<file path="config.mk">
export PLATFORM = sky130hd
export DESIGN_NAME = sbs_sram
export DESIGN_NICKNAME = d
export VERILOG_FILES = /design/src/rtl/sbs_pkg.sv /design/src/rtl/sbs_burst_gen.sv /design/src/rtl/sbs_array.sv /design/src/rtl/sbs_out_stage.sv /design/src/rtl/sbs_sram.sv
export SDC_FILE = /design/constraint.sdc
export NUM_CORES = 1
export LEC_CHECK = 0
export ABC_AREA = 1
export BUFFER_PORTS_ARGS = -buffer_cell sky130_fd_sc_hd__buf_4
export CORE_ASPECT_RATIO = 1.25
export CORE_MARGIN = 1
export CORE_UTILIZATION = 45
export DETAILED_ROUTE_END_ITERATION = 16
export PLACE_DENSITY = 0.7
export SYNTH_ARGS = -nofsm -noshare
export SYNTH_HDL_FRONTEND = slang
export SYNTH_SLANG_ARGS = --single-unit
</file>
<file path="constraint.sdc">
create_clock -name clk -period 4.6 [get_ports clk]
set_input_delay 1.15 -clock clk [delete_from_list [all_inputs] [get_ports clk]]
set_output_delay 1.15 -clock clk [all_outputs]
set_load 0.1 [all_outputs]
</file>
<file path="src/rtl/sbs_pkg.sv">
package sbs_pkg;

  // Low two address bits of burst beat k from start offset s.
  function automatic logic [1:0] beat_low(input logic [1:0] s, input logic [1:0] k,
                                          input logic linear);
    return linear ? 2'(s + k) : (s ^ k);
  endfunction

  // All three chip selects asserted.
  function automatic logic chip_sel(input logic a_n, input logic b, input logic c_n);
    return !a_n && b && !c_n;
  endfunction

endpackage

</file>
<file path="src/rtl/sbs_burst_gen.sv">
module sbs_burst_gen import sbs_pkg::*; #(
  parameter int AW = 6
) (
  input  logic          clk,
  input  logic          rst_n,
  input  logic          hold,
  input  logic          start,
  input  logic          desel,
  input  logic          adv,
  input  logic          linear,
  input  logic [AW-1:0] addr_in,
  output logic [AW-1:0] eff_addr,
  output logic          active
);
  logic [AW-1:0] base_q;
  logic [1:0]    cnt_q;
  logic          act_q;
  logic [1:0]    beat;

  always_ff @(posedge clk or negedge rst_n) begin
    if (!rst_n) begin
      act_q  <= 1'b0;
      base_q <= '0;
      cnt_q  <= 2'd0;
    end else if (hold || desel) begin
      act_q  <= 1'b0;
    end else if (start) begin
      act_q  <= 1'b1;
      base_q <= addr_in;
      cnt_q  <= 2'd0;
    end else if (act_q && adv) begin
      cnt_q  <= cnt_q + 2'd1;
    end
  end

  always_comb begin
    beat = adv ? 2'(cnt_q + 2'd1) : cnt_q;
    if (start) eff_addr = addr_in;
    else       eff_addr = {base_q[AW-1:2], beat_low(base_q[1:0], beat, linear)};
  end

  assign active = act_q;


  start_zero_chk: assert property (@(posedge clk) disable iff (!rst_n)
    (start && !hold && !desel) |=> (act_q && cnt_q == 2'd0));

  adv_step_chk: assert property (@(posedge clk) disable iff (!rst_n)
    (act_q && adv && !start && !desel && !hold) |=> (cnt_q == 2'($past(cnt_q) + 2'd1)));

  suspend_hold_chk: assert property (@(posedge clk) disable iff (!rst_n)
    (act_q && !adv && !start && !desel && !hold) |=> $stable(cnt_q));
endmodule

</file>
<file path="src/rtl/sbs_array.sv">
module sbs_array #(
  parameter int AW    = 6,
  parameter int LANES = 2,
  parameter int LW    = 8
) (
  input  logic                clk,
  input  logic [LANES-1:0]    we,
  input  logic [AW-1:0]       waddr,
  input  logic [LANES*LW-1:0] wdata,
  input  logic [AW-1:0]       raddr,
  output logic [LANES*LW-1:0] rdata
);
  localparam int DEPTH = 1 << AW;

  for (genvar g = 0; g < LANES; g++) begin : g_lane
    logic [LW-1:0] cells [DEPTH];
    always_ff @(posedge clk) begin
      if (we[g]) cells[waddr] <= wdata[g*LW +: LW];
    end
    assign rdata[g*LW +: LW] = cells[raddr];
  end
endmodule

</file>
<file path="src/rtl/sbs_out_stage.sv">
module sbs_out_stage #(
  parameter int AW = 6,
  parameter int DW = 16
) (
  input  logic          clk,
  input  logic          rst_n,
  input  logic          doze,
  input  logic          rd_ev,
  input  logic          desel_ev,
  input  logic [AW-1:0] rd_addr_in,
  input  logic [DW-1:0] core_data,
  input  logic          pipe_sel,
  input  logic          out_en_n,
  output logic [AW-1:0] raddr,
  output logic [DW-1:0] rdata,
  output logic          rvalid
);
  logic          act1_q, act2_q, dsl_q;
  logic [DW-1:0] dq_q;
  logic          core_vld;
  logic [DW-1:0] core_out;

  always_ff @(posedge clk or negedge rst_n) begin
    if (!rst_n) begin
      act1_q <= 1'b0;
      act2_q <= 1'b0;
      dsl_q  <= 1'b0;
      raddr  <= '0;
      dq_q   <= '0;
    end else if (doze) begin
      act1_q <= 1'b0;
      act2_q <= 1'b0;
      dsl_q  <= 1'b0;
    end else begin
      act1_q <= rd_ev;
      if (rd_ev) raddr <= rd_addr_in;
      act2_q <= act1_q;
      dq_q   <= core_data;
      dsl_q  <= desel_ev;
    end
  end

  always_comb begin
    core_vld = pipe_sel ? (act2_q && !dsl_q) : act1_q;
    core_out = pipe_sel ? dq_q : core_data;
    rvalid   = core_vld && !out_en_n && !doze;
    rdata    = rvalid ? core_out : '0;
  end


  pipe_src_chk: assert property (@(posedge clk) disable iff (!rst_n)
    (pipe_sel && rvalid) |-> $past(act1_q));

  scd_off_chk: assert property (@(posedge clk) disable iff (!rst_n)
    desel_ev |=> !rvalid);
endmodule

</file>
<file path="src/rtl/sbs_sram.sv">
module sbs_sram import sbs_pkg::*; #(
  parameter int AW    = 6,
  parameter int LANES = 2,
  parameter int LW    = 8
) (
  input  logic                clk,
  input  logic                rst_n,
  input  logic [AW-1:0]       addr,
  input  logic                strobe_p_n,
  input  logic                strobe_c_n,
  input  logic                advance_n,
  input  logic                sel_a_n,
  input  logic                sel_b,
  input  logic                sel_c_n,
  input  logic                all_wr_n,
  input  logic                lane_wr_n,
  input  logic [LANES-1:0]    lane_en_n,
  input  logic [LANES*LW-1:0] wdata,
  input  logic                out_en_n,
  input  logic                doze,
  input  logic                pipe_sel,
  input  logic                lin_order_n,
  output logic [LANES*LW-1:0] rdata,
  output logic                rvalid
);
  localparam int DW = LANES * LW;

  logic          chip_on, any_strobe, burst_on;
  logic          ev_desel, ev_start, ev_cont, ev_adv, wr_want, ev_wr, ev_rd;
  logic [AW-1:0] acc_addr, rd_addr;
  logic [LANES-1:0] lane_we;
  logic [DW-1:0] core_q;

  assign chip_on    = chip_sel(sel_a_n, sel_b, sel_c_n);
  assign any_strobe = !strobe_p_n || !strobe_c_n;
  assign ev_desel   = !doze && any_strobe && !chip_on;
  assign ev_start   = !doze && any_strobe && chip_on;
  assign ev_cont    = !doze && !any_strobe && burst_on;
  assign ev_adv     = ev_cont && !advance_n;
  assign wr_want    = !all_wr_n || (!lane_wr_n && (lane_en_n != '1));
  assign ev_wr      = wr_want && ((ev_start && strobe_p_n) || ev_cont);
  assign ev_rd      = (ev_start || ev_cont) && !ev_wr;

  always_comb begin
    lane_we = '0;
    if (ev_wr) lane_we = all_wr_n ? ~lane_en_n : '1;
  end

  sbs_burst_gen #(.AW(AW)) u_burst (
    .clk(clk), .rst_n(rst_n), .hold(doze), .start(ev_start), .desel(ev_desel),
    .adv(ev_adv), .linear(!lin_order_n), .addr_in(addr),
    .eff_addr(acc_addr), .active(burst_on)
  );

  sbs_array #(.AW(AW), .LANES(LANES), .LW(LW)) u_array (
    .clk(clk), .we(lane_we), .waddr(acc_addr), .wdata(wdata),
    .raddr(rd_addr), .rdata(core_q)
  );

  sbs_out_stage #(.AW(AW), .DW(DW)) u_out (
    .clk(clk), .rst_n(rst_n), .doze(doze), .rd_ev(ev_rd), .desel_ev(ev_desel),
    .rd_addr_in(acc_addr), .core_data(core_q), .pipe_sel(pipe_sel),
    .out_en_n(out_en_n), .raddr(rd_addr), .rdata(rdata), .rvalid(rvalid)
  );


  proc_strobe_rd_chk: assert property (@(posedge clk) disable iff (!rst_n)
    !strobe_p_n |-> (lane_we == '0));

  doze_no_wr_chk: assert property (@(posedge clk) disable iff (!rst_n)
    doze |-> (lane_we == '0));
endmodule

</file>
==> flow_summary_export.csv <==
group,metric,value,unit
sta,finClkSkew,0.02362,ns
critical_path,end_kind,"primary output",
critical_path,arrival,3.35,ns
sta,max_slew_margin,0.2230,
placement,place.gp.congestion,0.8764,
pwr,p_per_area,497.9,mW/mm^2
route,drt_wl_total,116.9,mm
synth,ys_warn_count,0,
min_path,hold_path_class,"in2async",
synth,synth_seq_cells,1058,
floorplanning,fp.coreArea,0.09721,sq mm
route,wire_per_inst,22.19,microns
critical_path,path_cells,"clkinv_16 -> buf_16 -> nand2_1 -> nand3_1 -> nand3_1 -> nand2_1 -> nand2_1 -> nand3_1 -> nand3_1 -> nand3_1 -> nand2_1 -> inv_1 -> buf_6",
global_routing,grt_max_degree,130,
floorplanning,die_w,282.0,microns
clocking,htreeDepth,3,
placement,port_buffers,54,
synth,ys.flop_type,"edfxtp_1",
route,ant_nets,0,
floorplanning,io_pins,55,
clocking,cts.reportedPaths.clkPinSlew,0.07,ns
synth,syn_avg_cell_area,11.48,sq um
synth,async_flop_share,0.03214,
critical_path,path_buf_inv,4,
pwr,p_leak,18.00,nW
clocking,cts_hold_buffers,0,
critical_path,cp-start-kind,"flip-flop",
sta,setup_violations,0,
synth,synth_compound_area_frac,0.003291,
sta,hold_viol,0,
critical_path,crit_top_cell,"nand3_1",
synth,yosysSeqAreaShare,0.7166,
floorplanning,design.die.area,0.09925,sq mm
critical_path,crit_fanout,74,
global_routing,track_usage,0.2335,
layout,drive_gt1_frac,0.1155,
sta,rsz0062_at_grt,"yes",
global_routing,overflow,0,
synth,synth_xor_xnor_area_share,0.0003972,
outcome,status,"completed",
route,drt_iter0_markers,3226,
route,vias_per_cell,5.607,
global_routing,grt_pass1_vias,28780,
route,drtPass1Iterations,5,
clocking,insertion_delay,0.67,ns
route,drc_errors,0,
synth,ys_types,34,
layout,syn2layout_area_growth,12.87,%
clocking,numCtsBuffers,95,
placement,dp_hpwl,68.76,mm
clocking,cts_tree,"done",
sta,fmax,0.2224,GHz
global_routing,grt_pass1_wl,173.1,mm
sta,slew_viol_final,0,
flow_run,cap_violations,0,
critical_path,critical-path-top-delay-family,"simple AND/OR/NAND/NOR gates",
synth,synth_fa_ha_area_frac,0.0002837,
sta,worst_pin_slew,1.157,ns
floorplanning,start_util,0.4536,
synth,yosys.area_share.simple,0.2492,
clocking,cts_root_buffer,"clkbuf_16",
critical_path,crit_required,3.45,ns
synth,synth_top_family_by_area,"simple AND/OR/NAND/NOR gates",
critical_path,startpoint,"u_out.raddr[0]",
critical_path,slowest_stage,"dfrtp_4",
placement,pre_cts_slack,0.02926,ns
global_routing,antenna_found_initial,4,
floorplanning,rows,128,
synth,synth_edf_count,1024,
synth,synth_nets,3879,
layout,fin_cells,5266,
synth,synth_mux_area_frac,0,
floorplanning,die_y,352.0,microns
critical_path,path_class,"reg2out",
clocking,cts_num_sinks,1058,
placement,dp_cells,5089,
pwr,vdd_drop_max,0.0003152,V
sta,worst_slack,0.1034,ns
layout,final_nets,3929,
critical_path,regToRegStartpoint,"u_burst.active",
synth,netlist_area,0.04410,sq mm
critical_path,slowest_delay,0.61,ns
sta,fin_crit,4.497,ns
sta,post-route-period-util,0.9775,
synth,syn_inst,3840,
clocking,clockBufferDepth,3,
route,vias,29530,
==> report_power, final <==
| part | total, mW | switching, mW | internal [mW] |
|---|---|---|---|
| Sequential | 10.8 | 0.114 | 10.7 |
| Clock | 7.91 | 3.44 | 4.47 |
| Combinational | 6.09 | 4.37 | 1.72 |
| Total | 24.8 | 7.92 | 16.9 |
==> sequential cells by signal, summed over array words and instances (netlist names) <==
signal,count
u_out.act2_q,1
u_out.raddr,6
u_out.dsl_q,1
u_burst.active,1
u_burst.cnt_q,2
u_burst.base_q,6
u_array.g_lane.cells,1024
u_out.act1_q,1
u_out.dq_q,16
==> final cells by class <==
class                           count  area (sq um)
Clock buffer                      109          2472
Timing Repair Buffer              212          2061
Tap cell                         1300          1627
Fill cell                        8228         47440
Multi-Input combinational cell   2481         11180
Clock inverter                     62         604.3
Inverter                           42         211.5
Antenna cell                        2         5.005
Sequential cell                  1058         31610
==> synth_stat cells, types with 5 or more instances <==
cell type | number | area share
buf_1 | 52 | 0.0044
buf_2 | 67 | 0.0076
buf_4 | 6 | 0.0010
buf_6 | 11 | 0.0028
clkbuf_1 | 123 | 0.010
dfrtp_1 | 34 | 0.019
edfxtp_1 | 1024 | 0.70
inv_1 | 32 | 0.0027
nand2_1 | 1381 | 0.12
nand3_1 | 881 | 0.10
nand3_2 | 8 | 0.0018
nand3_4 | 5 | 0.0020
nor2_1 | 39 | 0.0033
nor3_1 | 82 | 0.0093
nor3_2 | 46 | 0.010
o21ai_0 | 8 | 0.00091
o21ai_4 | 5 | 0.0018
==> routing by layer <==
metal / track usage / wire length, microns / vias up
met5: 0 / 25 / -
met4: 0.1122 / 5198 / 4
met3: 0.03244 / 9494 / 278
met2: 0.3921 / 57530 / 1382
met1: 0.2966 / 44610 / 14310
li1: - / - / 13550
==> path summary, 6_finish.rpt <==
kind | endpoint | slack [ns] | cells past startpoint
max | rdata[2] | 0.10 | 13
min reg2reg | u_out.dq_q[11] | 0.48 | 2
min | u_out.dq_q[8] | 0.45 | 1
max reg2reg | u_array.g_lane[0].cells[4][6] | 1.20 | 12
max in group asynchronous | u_out.raddr[1] | 3.73 | 1
min in group clk | u_out.dq_q[11] | 0.48 | 2
==> per-stage QoR <==
stage | total power [mW] | cell area [sq um] | hold slack [ns] | TNS (ns) | util
floorplan | 14.78 | 44100 | 0.4452 | 0 | -
global placement | 16.80 | 46470 | 0.4631 | 0 | 0.4780
detailed placement | 16.87 | 46470 | 0.4664 | 0 | 0.4780
CTS | 24.69 | 49570 | 0.4362 | 0 | 0.5099
global route | 25.73 | 49770 | 0.4697 | -0.01619 | 0.5119
finish | 24.78 | 49770 | 0.4505 | 0 | 0.5120
==> cells in the final DEF (no fill, tap or decap), types with 8 or more instances in the layout <==
cell type / synthesis / routed
nand3_1: 881 / 880
bufinv_16: 0 / 11
buf_12: 0 / 20
nor3_2: 46 / 47
clkbuf_1: 123 / 12
clkbuf_16: 0 / 99
buf_6: 11 / 11
o21ai_0: 8 / 8
edfxtp_1: 1024 / 1024
buf_4: 6 / 170
nand3_2: 8 / 9
nand2_1: 1381 / 1379
inv_1: 32 / 29
nor2_1: 39 / 39
clkinv_1: 2 / 15
clkinv_2: 0 / 26
dfrtp_1: 34 / 30
nor3_1: 82 / 81
==> what timing repair did <==
item	in CTS	in global routing
setup buffers	0	2
gates resized for setup	5	30
setup endpoints to repair	8	15
cloned	0	2
==> cells by family after synthesis <==
family / after synthesis
AO/OA/AOI/OAI: 17
AND/OR/NAND/NOR: 2461
buffers and inverters: 301
flip-flops: 1058
XOR/XNOR: 2
adder cells (fa/ha/maj): 1
Note: power is estimated with default switching activity, not from simulation.
